[config.mk]
export PLATFORM = sky130hd
export DESIGN_NAME = serial_tx
export DESIGN_NICKNAME = d
export VERILOG_FILES = /design/src/rtl/serial_tx_pkg.sv /design/src/rtl/serial_tx_ctrl.sv /design/src/rtl/serial_tx_dp.sv /design/src/rtl/serial_tx.sv
export SDC_FILE = /design/constraint.sdc
export NUM_CORES = 1
export LEC_CHECK = 0
export ABC_AREA = 1
export BUFFER_PORTS_ARGS = -buffer_cell sky130_fd_sc_hd__buf_2
export CORE_MARGIN = 2
export CORE_UTILIZATION = 50
export CTS_CLUSTER_DIAMETER = 80
export DETAILED_ROUTE_END_ITERATION = 8
export GPL_ROUTABILITY_DRIVEN = 0
export GPL_TIMING_DRIVEN = 0
export PLACE_DENSITY = 0.71
export SETUP_SLACK_MARGIN = 0.2
export SLEW_MARGIN = 20
export SYNTH_ARGS = -nofsm -noshare
export SYNTH_HDL_FRONTEND = slang
export SYNTH_SLANG_ARGS = --single-unit
export TNS_END_PERCENT = 100
[constraint.sdc]
create_clock -name clk -period 2.04 [get_ports clk]
set_input_delay 0.306 -clock clk [delete_from_list [all_inputs] [get_ports clk]]
set_output_delay 0.306 -clock clk [all_outputs]
set_load 0.01 [all_outputs]
[src/rtl/serial_tx_pkg.sv]
package serial_tx_pkg;
  typedef enum logic [1:0] {
    ST_IDLE = 2'd0,
    ST_PRE  = 2'd1,
    ST_DATA = 2'd2,
    ST_BRK  = 2'd3
  } txState_e;

  // strobes from control to datapath
  typedef struct packed {
    logic load;   // move holding register into shift register
    logic shift;  // advance shift register by one bit
    logic nine;   // frame length for the load
  } dpCmd_t;
endpackage

[src/rtl/serial_tx_ctrl.sv]
module serial_tx_ctrl
  import serial_tx_pkg::*;
#(
  parameter int DATA_W = 8
) (
  input  logic   clk,
  input  logic   rstN,
  input  logic   bitTick,
  input  logic   txEnable,
  input  logic   breakReq,
  input  logic   nineBit,
  input  logic   holdEmpty,
  input  logic   shiftBit,
  output dpCmd_t cmd,
  output logic   txLine,
  output logic   idleNow
);
  localparam int GRP_MAX = DATA_W + 3;
  localparam int CNT_W = $clog2(GRP_MAX);
  localparam logic [CNT_W-1:0] LAST_LONG = CNT_W'(GRP_MAX - 1);
  localparam logic [CNT_W-1:0] LAST_SHORT = CNT_W'(GRP_MAX - 2);

  txState_e state, nxt;
  logic [CNT_W-1:0] cnt;
  logic nineLat, enPrev, preReq;
  logic grpLast, atBoundary, startPre;

  assign grpLast = (state != ST_IDLE) && (cnt == (nineLat ? LAST_LONG : LAST_SHORT));
  assign atBoundary = (state == ST_IDLE) || grpLast;

  always_comb begin
    nxt = state;
    cmd = '0;
    cmd.nine = nineBit;
    startPre = 1'b0;
    if (bitTick) begin
      if (state == ST_BRK && grpLast) begin
        nxt = (txEnable && breakReq) ? ST_BRK : ST_IDLE;
      end else if (atBoundary) begin
        if (!txEnable) nxt = ST_IDLE;
        else if (breakReq) nxt = ST_BRK;
        else if (preReq) begin
          nxt = ST_PRE;
          startPre = 1'b1;
        end else if (!holdEmpty) begin
          nxt = ST_DATA;
          cmd.load = 1'b1;
        end else nxt = ST_IDLE;
      end
      if (state == ST_DATA && !grpLast) cmd.shift = 1'b1;
    end
  end

  always_ff @(posedge clk) begin
    if (!rstN) begin
      state   <= ST_IDLE;
      cnt     <= '0;
      nineLat <= 1'b0;
    end else if (bitTick) begin
      state <= nxt;
      cnt   <= atBoundary ? '0 : cnt + 1'b1;
      if (atBoundary) nineLat <= nineBit;
    end
  end

  always_ff @(posedge clk) begin
    if (!rstN) begin
      enPrev <= 1'b0;
      preReq <= 1'b0;
    end else begin
      enPrev <= txEnable;
      if (!txEnable) preReq <= 1'b0;
      else if (!enPrev) preReq <= 1'b1;
      else if (startPre) preReq <= 1'b0;
    end
  end

  always_comb begin
    case (state)
      ST_BRK:  txLine = 1'b0;
      ST_DATA: txLine = shiftBit;
      default: txLine = 1'b1;
    endcase
  end

  assign idleNow = (state == ST_IDLE) && !preReq;
endmodule

[src/rtl/serial_tx_dp.sv]
module serial_tx_dp
  import serial_tx_pkg::*;
#(
  parameter int DATA_W = 8
) (
  input  logic              clk,
  input  logic              rstN,
  input  dpCmd_t            cmd,
  input  logic              wrStrobe,
  input  logic [DATA_W:0]   wrData,
  output logic              holdEmpty,
  output logic              shiftBit
);
  localparam int GRP_MAX = DATA_W + 3;

  logic [DATA_W:0]    holdReg;
  logic [GRP_MAX-1:0] shReg;

  always_ff @(posedge clk) begin
    if (!rstN) begin
      holdReg   <= '0;
      holdEmpty <= 1'b1;
    end else begin
      if (cmd.load) holdEmpty <= 1'b1;
      if (wrStrobe) begin
        holdReg   <= wrData;
        holdEmpty <= 1'b0;
      end
    end
  end

  always_ff @(posedge clk) begin
    if (!rstN) shReg <= '1;
    else if (cmd.load)
      shReg <= cmd.nine ? {1'b1, holdReg, 1'b0}
                        : {2'b11, holdReg[DATA_W-1:0], 1'b0};
    else if (cmd.shift) shReg <= {1'b1, shReg[GRP_MAX-1:1]};
  end

  assign shiftBit = shReg[0];
endmodule

[src/rtl/serial_tx.sv]
module serial_tx
  import serial_tx_pkg::*;
#(
  parameter int DATA_W = 8
) (
  input  logic            clk,
  input  logic            rstN,
  input  logic            bitTick,
  input  logic            txEnable,
  input  logic            breakReq,
  input  logic            nineBit,
  input  logic            wrStrobe,
  input  logic [DATA_W:0] wrData,
  input  logic            ieEmpty,
  input  logic            ieDone,
  output logic            txLine,
  output logic            holdEmpty,
  output logic            txDone,
  output logic            irq
);
  dpCmd_t cmd;
  logic shiftBit, idleNow;

  serial_tx_ctrl #(.DATA_W(DATA_W)) ctrl_i (
    .clk(clk), .rstN(rstN), .bitTick(bitTick), .txEnable(txEnable),
    .breakReq(breakReq), .nineBit(nineBit), .holdEmpty(holdEmpty),
    .shiftBit(shiftBit), .cmd(cmd), .txLine(txLine), .idleNow(idleNow)
  );

  serial_tx_dp #(.DATA_W(DATA_W)) dp_i (
    .clk(clk), .rstN(rstN), .cmd(cmd), .wrStrobe(wrStrobe),
    .wrData(wrData), .holdEmpty(holdEmpty), .shiftBit(shiftBit)
  );

  assign txDone = idleNow && holdEmpty;
  assign irq = (holdEmpty && ieEmpty) || (txDone && ieDone);
endmodule

# --- Yosys cells after proc, flatten, opt, wreduce, memory -nomap -nowiden ---
# Index checks and enable logic that the tools add are counted.
classes:
  n_addsub: 1
  eq_ne: 4
  n_mux: 31
  n_reduce_logical: 20
ops:
  columns: ["cell", "count"]
  rows:
  - ["2-to-1 mux 11 bit", 2]
  - ["2-to-1 mux 2 bit", 9]
  - ["2-to-1 mux 1 bit", 17]
  - ["2-to-1 mux 10 bit", 1]
  - ["logical AND 1 bit", 8]
  - ["nonzero test 2 bit", 4]
  - ["AND reduction 2 bit", 3]
  - ["adder 4 x 1 -> 4 bit, second input constant", 1]
  - ["equality test 2 bit, second input constant", 2]
  - ["equality test 4 bit", 1]
  - ["2-to-1 mux 4 bit", 1]
  - ["logical NOT 1 bit", 2]
  - ["logical NOT 2 bit", 1]
  - ["logical OR 1 bit", 2]
  - ["inequality test 2 bit, second input constant", 1]
  - ["case mux 1 bit (2 select lines)", 1]
totals:
  regBits: 30
  inputBits: 18

# --- Logic depth before layout (Yosys ltp) ---
# Gate-level depths: netlist of run 1.
depth:
  depth_word: 9
  mapped_depth: 10
  mapped_depth_nobuf: 10

# --- Hierarchy ---
# From an unflattened synthesis of run 1, not the netlist that was laid out.
hier_totals:
  cells_unflattened: 191
  area_unflattened_um2: 1351.3
by_module_without_submodules:
  columns: ["module", "cells_each", "n_inst", "area_per_inst_um2", "seq_area_each_um2"]
  rows:
  - ["serial_tx_dp", 122, 1, 847.1, 400.4]
  - ["serial_tx_ctrl", 64, 1, 484.2, 180.2]
  - ["serial_tx", 5, 1, 20.0, 0.0]

# --- Worst setup path before layout of run 1 ---
# No wires, ideal clock.
synth_timing:
  kind: "reg-to-output"
  startpoint: "register dp_i.holdEmpty"
  endpoint: "output irq"
  arrival_time_ns: 1.094
  setup_slack_ns: 0.640
  path_stages_with_launch: 4
  cell_sequence: "dfxtp_1 -> inv_1 -> nor3_1 -> a22o_1"
synth_between:
  elab_chain_cells: 3
  elab_cells_between_ends: 4
  cone_classes: "reduce/logical (4)"
synth_rtl:
  columns: ["element", "line_no", "text"]
  rows:
  - ["start: declaration", "serial_tx_dp.sv:11", "output logic holdEmpty,"]
  - ["start signal: assignment", "serial_tx_dp.sv:22", "holdEmpty <= 1'b1;"]
  - ["start signal: assignment", "serial_tx_dp.sv:24", "if (cmd.load) holdEmpty <= 1'b1;"]
  - ["start signal: assignment", "serial_tx_dp.sv:27", "holdEmpty <= 1'b0;"]
  - ["logical AND 1 bit", "serial_tx.sv:35", "assign txDone = idleNow && holdEmpty;"]
  - ["net txDone", "serial_tx.sv:18", "output logic txDone,"]
  - ["logical AND 1 bit", "serial_tx.sv:36", "assign irq = (holdEmpty && ieEmpty) || (txDone && ieDone);"]
  - ["logical OR 1 bit", "serial_tx.sv:36", null]
  - ["end: declaration", "serial_tx.sv:19", "output logic irq"]
# The timed path passes the listed nets, and every way through them passes these cells.

# --- Worst setup path after layout of run 1 ---
layout_timing:
  startpoint: "register ctrl_i.state[0]"
  endpoint: "output irq"
layout_between:
  elab_chain_cells: 5
layout_rtl:
  columns: ["element", "line_no", "text"]
  rows:
  - ["start: declaration", "serial_tx_ctrl.sv:23", "txState_e state, nxt;"]
  - ["start signal: assignment", "serial_tx_ctrl.sv:60", "state <= nxt;"]
  - ["logical NOT 2 bit", "serial_tx_ctrl.sv:86", "assign idleNow = (state == ST_IDLE) && !preReq;"]
  - ["logical AND 1 bit", "serial_tx_ctrl.sv:86", null]
  - ["logical AND 1 bit", "serial_tx.sv:35", null]
  - ["logical AND 1 bit", "serial_tx.sv:36", null]
  - ["logical OR 1 bit", "serial_tx.sv:36", null]
# Every way passes these cells.

==> reports/qor.yml, run 1 <==
startpoint_type: "flip-flop"
peakVddDrop_mv: 0.5285
fmax_mhz: 601.8
routed_wl_mm: 2.968
viasPerCell: 5.258
clockBufferDepth: 2
cts_resized: 0
layout_common_cells: "nand2_1 (40), dfxtp_1 (29), inv_1 (23)"
postCtsHoldBufs: 0
dpl.hpwl_mm: 2.339
slew-limit-headroom_pct: 69.47
crit_path_max_incr_delay_ns: 0.35
rows: 19
synth_area_per_cell_um2: 7.686
diodes: 0
tns_ns: 0
yosys.area.top_type: "dfxtp_1"
clock_latency_ns: 0.33
synthTopCellsByArea: "dfxtp_1 (40%), nand2_1 (10%), nand3_2 (6.2%), inv_1 (5.9%), a21oi_1 (4.5%)"
clk_pin_slew_worst_paths_ns: 0.09
synth-warning-count: 0
port_buffers: 20
power_frac_seq_pct: 54.5
ys_ff_latch: 29
cp_slowest_cell: "dfxtp_1"
r2r_setup_slack_ns: 0.51
switching_power_mw: 0.3450
cp.arrival_ns: 1.36
fin_skew_ns: 0.01328
clock_tree.root_cell: "clkbuf_4"
htree_levels: 2
route.antenna.remaining_nets: 0
p_comb_share_pct: 17.5
crit_path_end_kind: "primary output"
regToRegStartpoint: "ctrl_i.cnt[0]$_SDFFE_PN0P_"
drc: 0
maxCapViolCount: 0
synth_top_area_share_pct: 39.97
grt_max_degree: 11
drt_iter0_markers: 39
internal_power_mw: 0.8218
drive_above_1_share_pct: 25.35
worstReg2RegEnd: "dp_i.shReg[3]$_SDFFE_PN1P_"
final_common_cell: "nand2_1"
start_util_pct: 52.68
rsz0062_at_grt: "no"
crit_chain: "nor2_1 -> inv_1 -> nor3_1 -> a22o_1 -> buf_2"
cts_sinks: 29
cts_buffers: 5
core_um2: 2758
path_class: "flip-flop to primary output"
die_h_um: 57.90
grt_overflow: 0
ioPinCount: 22
hold_viol_final: 0
antenna_found_initial: 0
setup_violations: 0
power_density_nw_per_um2: 710.2
swShare_pct: 29.57
synth_nets: 208
pwr-share-clk_pct: 28.0
syn_inst: 189
status: "finished clean"
num_vias: 1304
synth_seq_area_share_pct: 39.97
grt_pass1_vias: 1257
r2r_cells: 7
p_leak_nw: 0.8342
hold_depth: 3
synth_area_um2: 1453
die_w_um: 57.90
fin_nets: 235
cp_max_fo: 5
drtPass1Iterations: 4
min_to: "dp_i.holdReg[8]$_SDFFE_PN0P_"
p_total_mw: 1.167
grt_pass1_wl_mm: 5.244
required_ns: 1.73
wl_per_cell_um: 11.97
yosys.cell_types.count: 29
min_period_ns: 1.662
finalCritPeriodShare_pct: 81.45
layout-area-overhead-vs-synth_pct: 13.09
dieArea_um2: 3352
grt.total_usage_pct: 20.60
maxSlewViolCount: 0
tritoncts: "yes"
hold_start: "wrData[8]"
hold_path_class: "input port to flip-flop"
tightest_slew_ns: 0.4579
post-cts-setup-buffer-count: 0
[layer usage]
layer,GRT usage (%),wire (µm),vias to the layer above
li1,-,-,673
met1,23.84,1290,599
met2,35.71,1508,24
met3,4.688,103,8
met4,9.967,66,0
met5,0,0,-
[power by group through the flow]
| stage | registers [mW] | clock network, mW | logic, mW |
|---|---|---|---|
| 3_5_place_dp | 0.649 | 0 | 0.205 |
| 6_report | 0.636 | 0.326 | 0.204 |
| 4_1_cts | 0.636 | 0.339 | 0.206 |
| 3_3_place_gp | 0.645 | 0 | 0.197 |
| 5_1_grt | 0.640 | 0.364 | 0.233 |
| 2_1_floorplan | 0.642 | 0 | 0.151 |
[critical path: cells and delay by family, from the launching register on]
kind            cells  cell delay, ns
compound gates      1            0.16
buf+inv             2            0.20
simple gates        2            0.31
flops               1            0.35
[synth_stat cells]
master,n
xor2_1,2
clkbuf_8,1
inv_2,2
nand3_4,1
nand3_1,13
a211oi_1,1
nor3_1,2
inv_1,23
ha_1,1
nor2_1,9
o21ai_0,13
buf_4,2
nand3_2,9
a21oi_1,13
clkinv_2,1
and3b_2,1
buf_6,1
nand4_1,10
a22o_1,1
buf_2,1
nor3b_1,1
nor2_2,1
a21oi_2,1
dfxtp_1,29
nand4_4,2
nand2_1,40
nand2_2,4
clkbuf_1,3
nor2_4,1
[flip-flops by register name, indices dropped and copies added, names as in the netlist]
signal          flops
dp_i.shReg         10
dp_i.holdEmpty      1
ctrl_i.cnt          4
ctrl_i.preReq       1
ctrl_i.nineLat      1
ctrl_i.state        2
dp_i.holdReg        9
ctrl_i.enPrev       1
[through the flow]
stage               hold slack [ns]  worst slack, ns  instances  cell area [µm²]  util [%]
global placement             0.3888           0.6036        240             1592     57.71
CTS                          0.2150           0.3612        248             1643     59.57
detailed placement           0.4007           0.5168        240             1592     57.71
finish                       0.2139           0.3784        248             1643     59.57
floorplan                    0.3860           0.6396        189             1453         -
global route                 0.2628           0.2812        248             1643     59.57
[worst max-delay path by stage]
| stage | startpoint | end | slack (ns) | cells after the start |
|---|---|---|---|---|
| detailed placement | ctrl_i.cnt[0]$_SDFFE_PN0P_ | dp_i.shReg[3]$_SDFFE_PN1P_ | 0.52 | 7 |
| finish | ctrl_i.state[0]$_SDFFE_PN0P_ | irq | 0.38 | 5 |
| CTS | ctrl_i.state[0]$_SDFFE_PN0P_ | irq | 0.36 | 5 |
| global placement | ctrl_i.cnt[1]$_SDFFE_PN0P_ | dp_i.shReg[4]$_SDFFE_PN1P_ | 0.60 | 7 |
| global route | ctrl_i.state[0]$_SDFFE_PN0P_ | irq | 0.28 | 5 |
| floorplan | dp_i.holdEmpty$_SDFFE_PN1P_ | irq | 0.64 | 3 |
[cell type report]
cell class | instances | area (µm²)
plain buffers | 8 | 56.30
clock buffers | 6 | 41.29
clock inverters | 2 | 10.01
fillers | 262 | 1115
inverters | 26 | 98.84
multi-input cells | 126 | 716.9
flip-flops and latches | 29 | 580.6
well taps | 31 | 38.79
repair buffers | 20 | 100.1
[kinds of logic (layout without fill, tap and decap cells)]
| kind of cell | Yosys count | after routing | share of synthesized area, % |
|---|---|---|---|
| compound gates | 29 | 29 | 10.68 |
| xor+xnor | 2 | 2 | 1.206 |
| fa+ha+maj | 1 | 1 | 0.8612 |
| buf+inv | 34 | 62 | 10.68 |
| flops | 29 | 29 | 39.97 |
| simple gates | 94 | 94 | 36.61 |
No activity file was read; power rests on OpenSTA's default activity.
==> run 2: changes to the inputs <==
--- a/config.mk
+++ b/config.mk
@@ -13,7 +13,7 @@
 export DETAILED_ROUTE_END_ITERATION = 8
 export GPL_ROUTABILITY_DRIVEN = 0
 export GPL_TIMING_DRIVEN = 0
-export PLACE_DENSITY = 0.71
+export PLACE_DENSITY = 0.74
 export SETUP_SLACK_MARGIN = 0.2
 export SLEW_MARGIN = 20
 export SYNTH_ARGS = -nofsm -noshare
==> constraint.sdc (replaced) <==
create_clock -name clk -period 1.35 [get_ports clk]
set_input_delay 0.2025 -clock clk [delete_from_list [all_inputs] [get_ports clk]]
set_output_delay 0.2025 -clock clk [all_outputs]
set_load 0.01 [all_outputs]
==> run 2 against run 1 <==
  * The run now ends with negative setup slack left
  * Sequential share of layout area is 6.5 points lower
  * Power grew 76%
  * Final area rose by 26%
  * Largest cell class unchanged
  * Routed wire length grew 41%
  * Combinational power rose to 2.7 times the previous value
  * Worst setup slack got worse by 0.53 ns
  * Critical path type is now flip-flop to flip-flop
  * Critical path depth up 4
  * Highest routed layer unchanged
==> reports/qor.yml, run 2 (synthesis gave the netlist of run 1 again) <==
clock_latency_ns: 0.33
status: "finished, violations left"
tns_ns: -2.200
routed_wl_mm: 4.185
r2r_setup_slack_ns: -0.15
dpl.hpwl_mm: 2.241
cp-startpoint: "dp_i.holdEmpty$_SDFFE_PN1P_"
hold_viol_final: 0
largest_registers: "dp_i.shReg x10, dp_i.holdReg x9, ctrl_i.cnt x4"
setup_violations: 21
pre_cts_ws_ns: -0.1132
diodes: 0
fin_skew_ns: 0.01314
port_buffers: 20
p_leak_nw: 0.9674
maxSlewViolCount: 0
fmax_mhz: 666.8
clk_pin_slew_worst_paths_ns: 0.10
regToRegStartpoint: "dp_i.holdEmpty$_SDFFE_PN1P_"
htree_levels: 2
tightest_slew_ns: 0.6639
route.antenna.remaining_nets: 0
wl_per_cell_um: 15.91
hold_path_class: "input port to flip-flop"
dieArea_um2: 3352
antenna_found_initial: 0
hold_depth: 3
core_um2: 2758
start_util_pct: 52.68
grt_pass1_vias: 1345
rows: 19
path_class: "flip-flop to flip-flop"
grt_max_degree: 11
dp.cells: 240
stdcell_count: 263
clock_tree.root_cell: "clkbuf_4"
largest_reg_flops: 10
grt_overflow: 0
layout-area-overhead-vs-synth_pct: 42.29
final_common_cell: "nand2_1"
drc: 0
ioPinCount: 22
final_cell_area_um2: 2067
multiInputGateArea_um2: 942.2
slew-limit-headroom_pct: 55.74
die_w_um: 57.90
maxCapViolCount: 0
critPathCapture: "dp_i.shReg[5]$_SDFFE_PN1P_"
cp_max_fo: 5
dpl_cell_area_um2: 1613
regMostFlops: "dp_i.shReg"
grt.total_usage_pct: 23.56
cts_sinks: 29
violations: "negative setup slack"
crit_path_end_kind: "flip-flop"
cp.arrival_ns: 1.70
grt_pass1_wl_mm: 5.954
required_ns: 1.55
clockBufferDepth: 2
drive_above_1_share_pct: 47.41
power_density_nw_per_um2: 995.7
worstReg2RegEnd: "dp_i.shReg[5]$_SDFFE_PN1P_"
nFillCells: 202
die_h_um: 57.90
rsz0062_at_grt: "yes"
fin_hold_ws_ns: 0.1018
drtPass1Iterations: 4
fin_nets: 251
cts_buffers: 5
r2r_cells: 9
drt_iter0_markers: 60
num_vias: 1500
startpoint_type: "flip-flop"
regArea_um2: 596.8
setup_slack_ns: -0.1498
tritoncts: "yes"
finalCritPeriodShare_pct: 111.1
layout_common_cells: "nand2_1 (35), dfxtp_1 (20), buf_2 (19)"
min_period_ns: 1.500
peakVddDrop_mv: 0.9526
viasPerCell: 5.703
==> run 2: changes by cell type in the layout (fill, tap and decap cells not counted), sizes merged <==
| cell | change |
|---|---|
| clkbuf | +3 |
| buf | +13 |
| a21oi | +1 |
| inv | -1 |
| clkinv | -1 |
==> run 2: what timing repair did <==
item                       in CTS  in global routing
pin swaps                      15                 10
buffers inserted               12                  2
cloned                          1                  1
resized for setup              42                 31
hold buffers                    0                  0
setup endpoints to repair      21                 23
==> run 2: per-stage QoR <==
step | power [mW] | utilization [%]
5_1_grt | 2.127 | 74.95
6_report | 2.058 | 74.95
3_5_place_dp | 1.301 | 58.48
2_1_floorplan | 1.210 | -
4_1_cts | 1.926 | 69.28
3_3_place_gp | 1.284 | 58.48
==> run 2: worst min path at each step <==
stage | start | endpoint | slack (ns)
after floorplan | txEnable | ctrl_i.enPrev$_SDFF_PN0_ | 0.31
after global placement | ctrl_i.enPrev$_SDFF_PN0_ | ctrl_i.preReq$_SDFFE_PN0P_ | 0.39
after detailed placement | ctrl_i.enPrev$_SDFF_PN0_ | ctrl_i.preReq$_SDFFE_PN0P_ | 0.40
after CTS | wrData[8] | dp_i.holdReg[8]$_SDFFE_PN0P_ | 0.10
after global routing | wrData[8] | dp_i.holdReg[8]$_SDFFE_PN0P_ | 0.13
final | wrData[8] | dp_i.holdReg[8]$_SDFFE_PN0P_ | 0.10
==> run 2: power by group <==
group	internal, mW	switching [mW]
Combinational	0.235	0.309
Clock	0.245	0.294
Sequential	0.922	0.0526
Total	1.40	0.656
==> run 2: layer usage <==
layer	global-route usage [%]	vias up	wire length, µm
met5	0	-	0
met1	26.72	712	1631
li1	-	710	-
met3	5.357	15	227
met4	6.977	0	124
met2	43.67	63	2201
==> run 2: cell type report <==
class	instances	area share [%]
well taps	31	1.877
plain buffers	8	3.390
multi-input cells	127	45.58
inverters	26	5.266
clock buffers	7	2.663
flip-flops and latches	29	28.87
repair buffers	35	12.35
==> run 2: critical path, stage by stage (launching register included) <==
cell and delay [ns]:
dfxtp_2 0.36, nor2_4 0.11, inv_1 0.05, nor2_1 0.13
nand2_2 0.13, clkinv_2 0.08, nand4_4 0.15, clkbuf_16 0.23
nand3_2 0.06, nand3_2 0.05
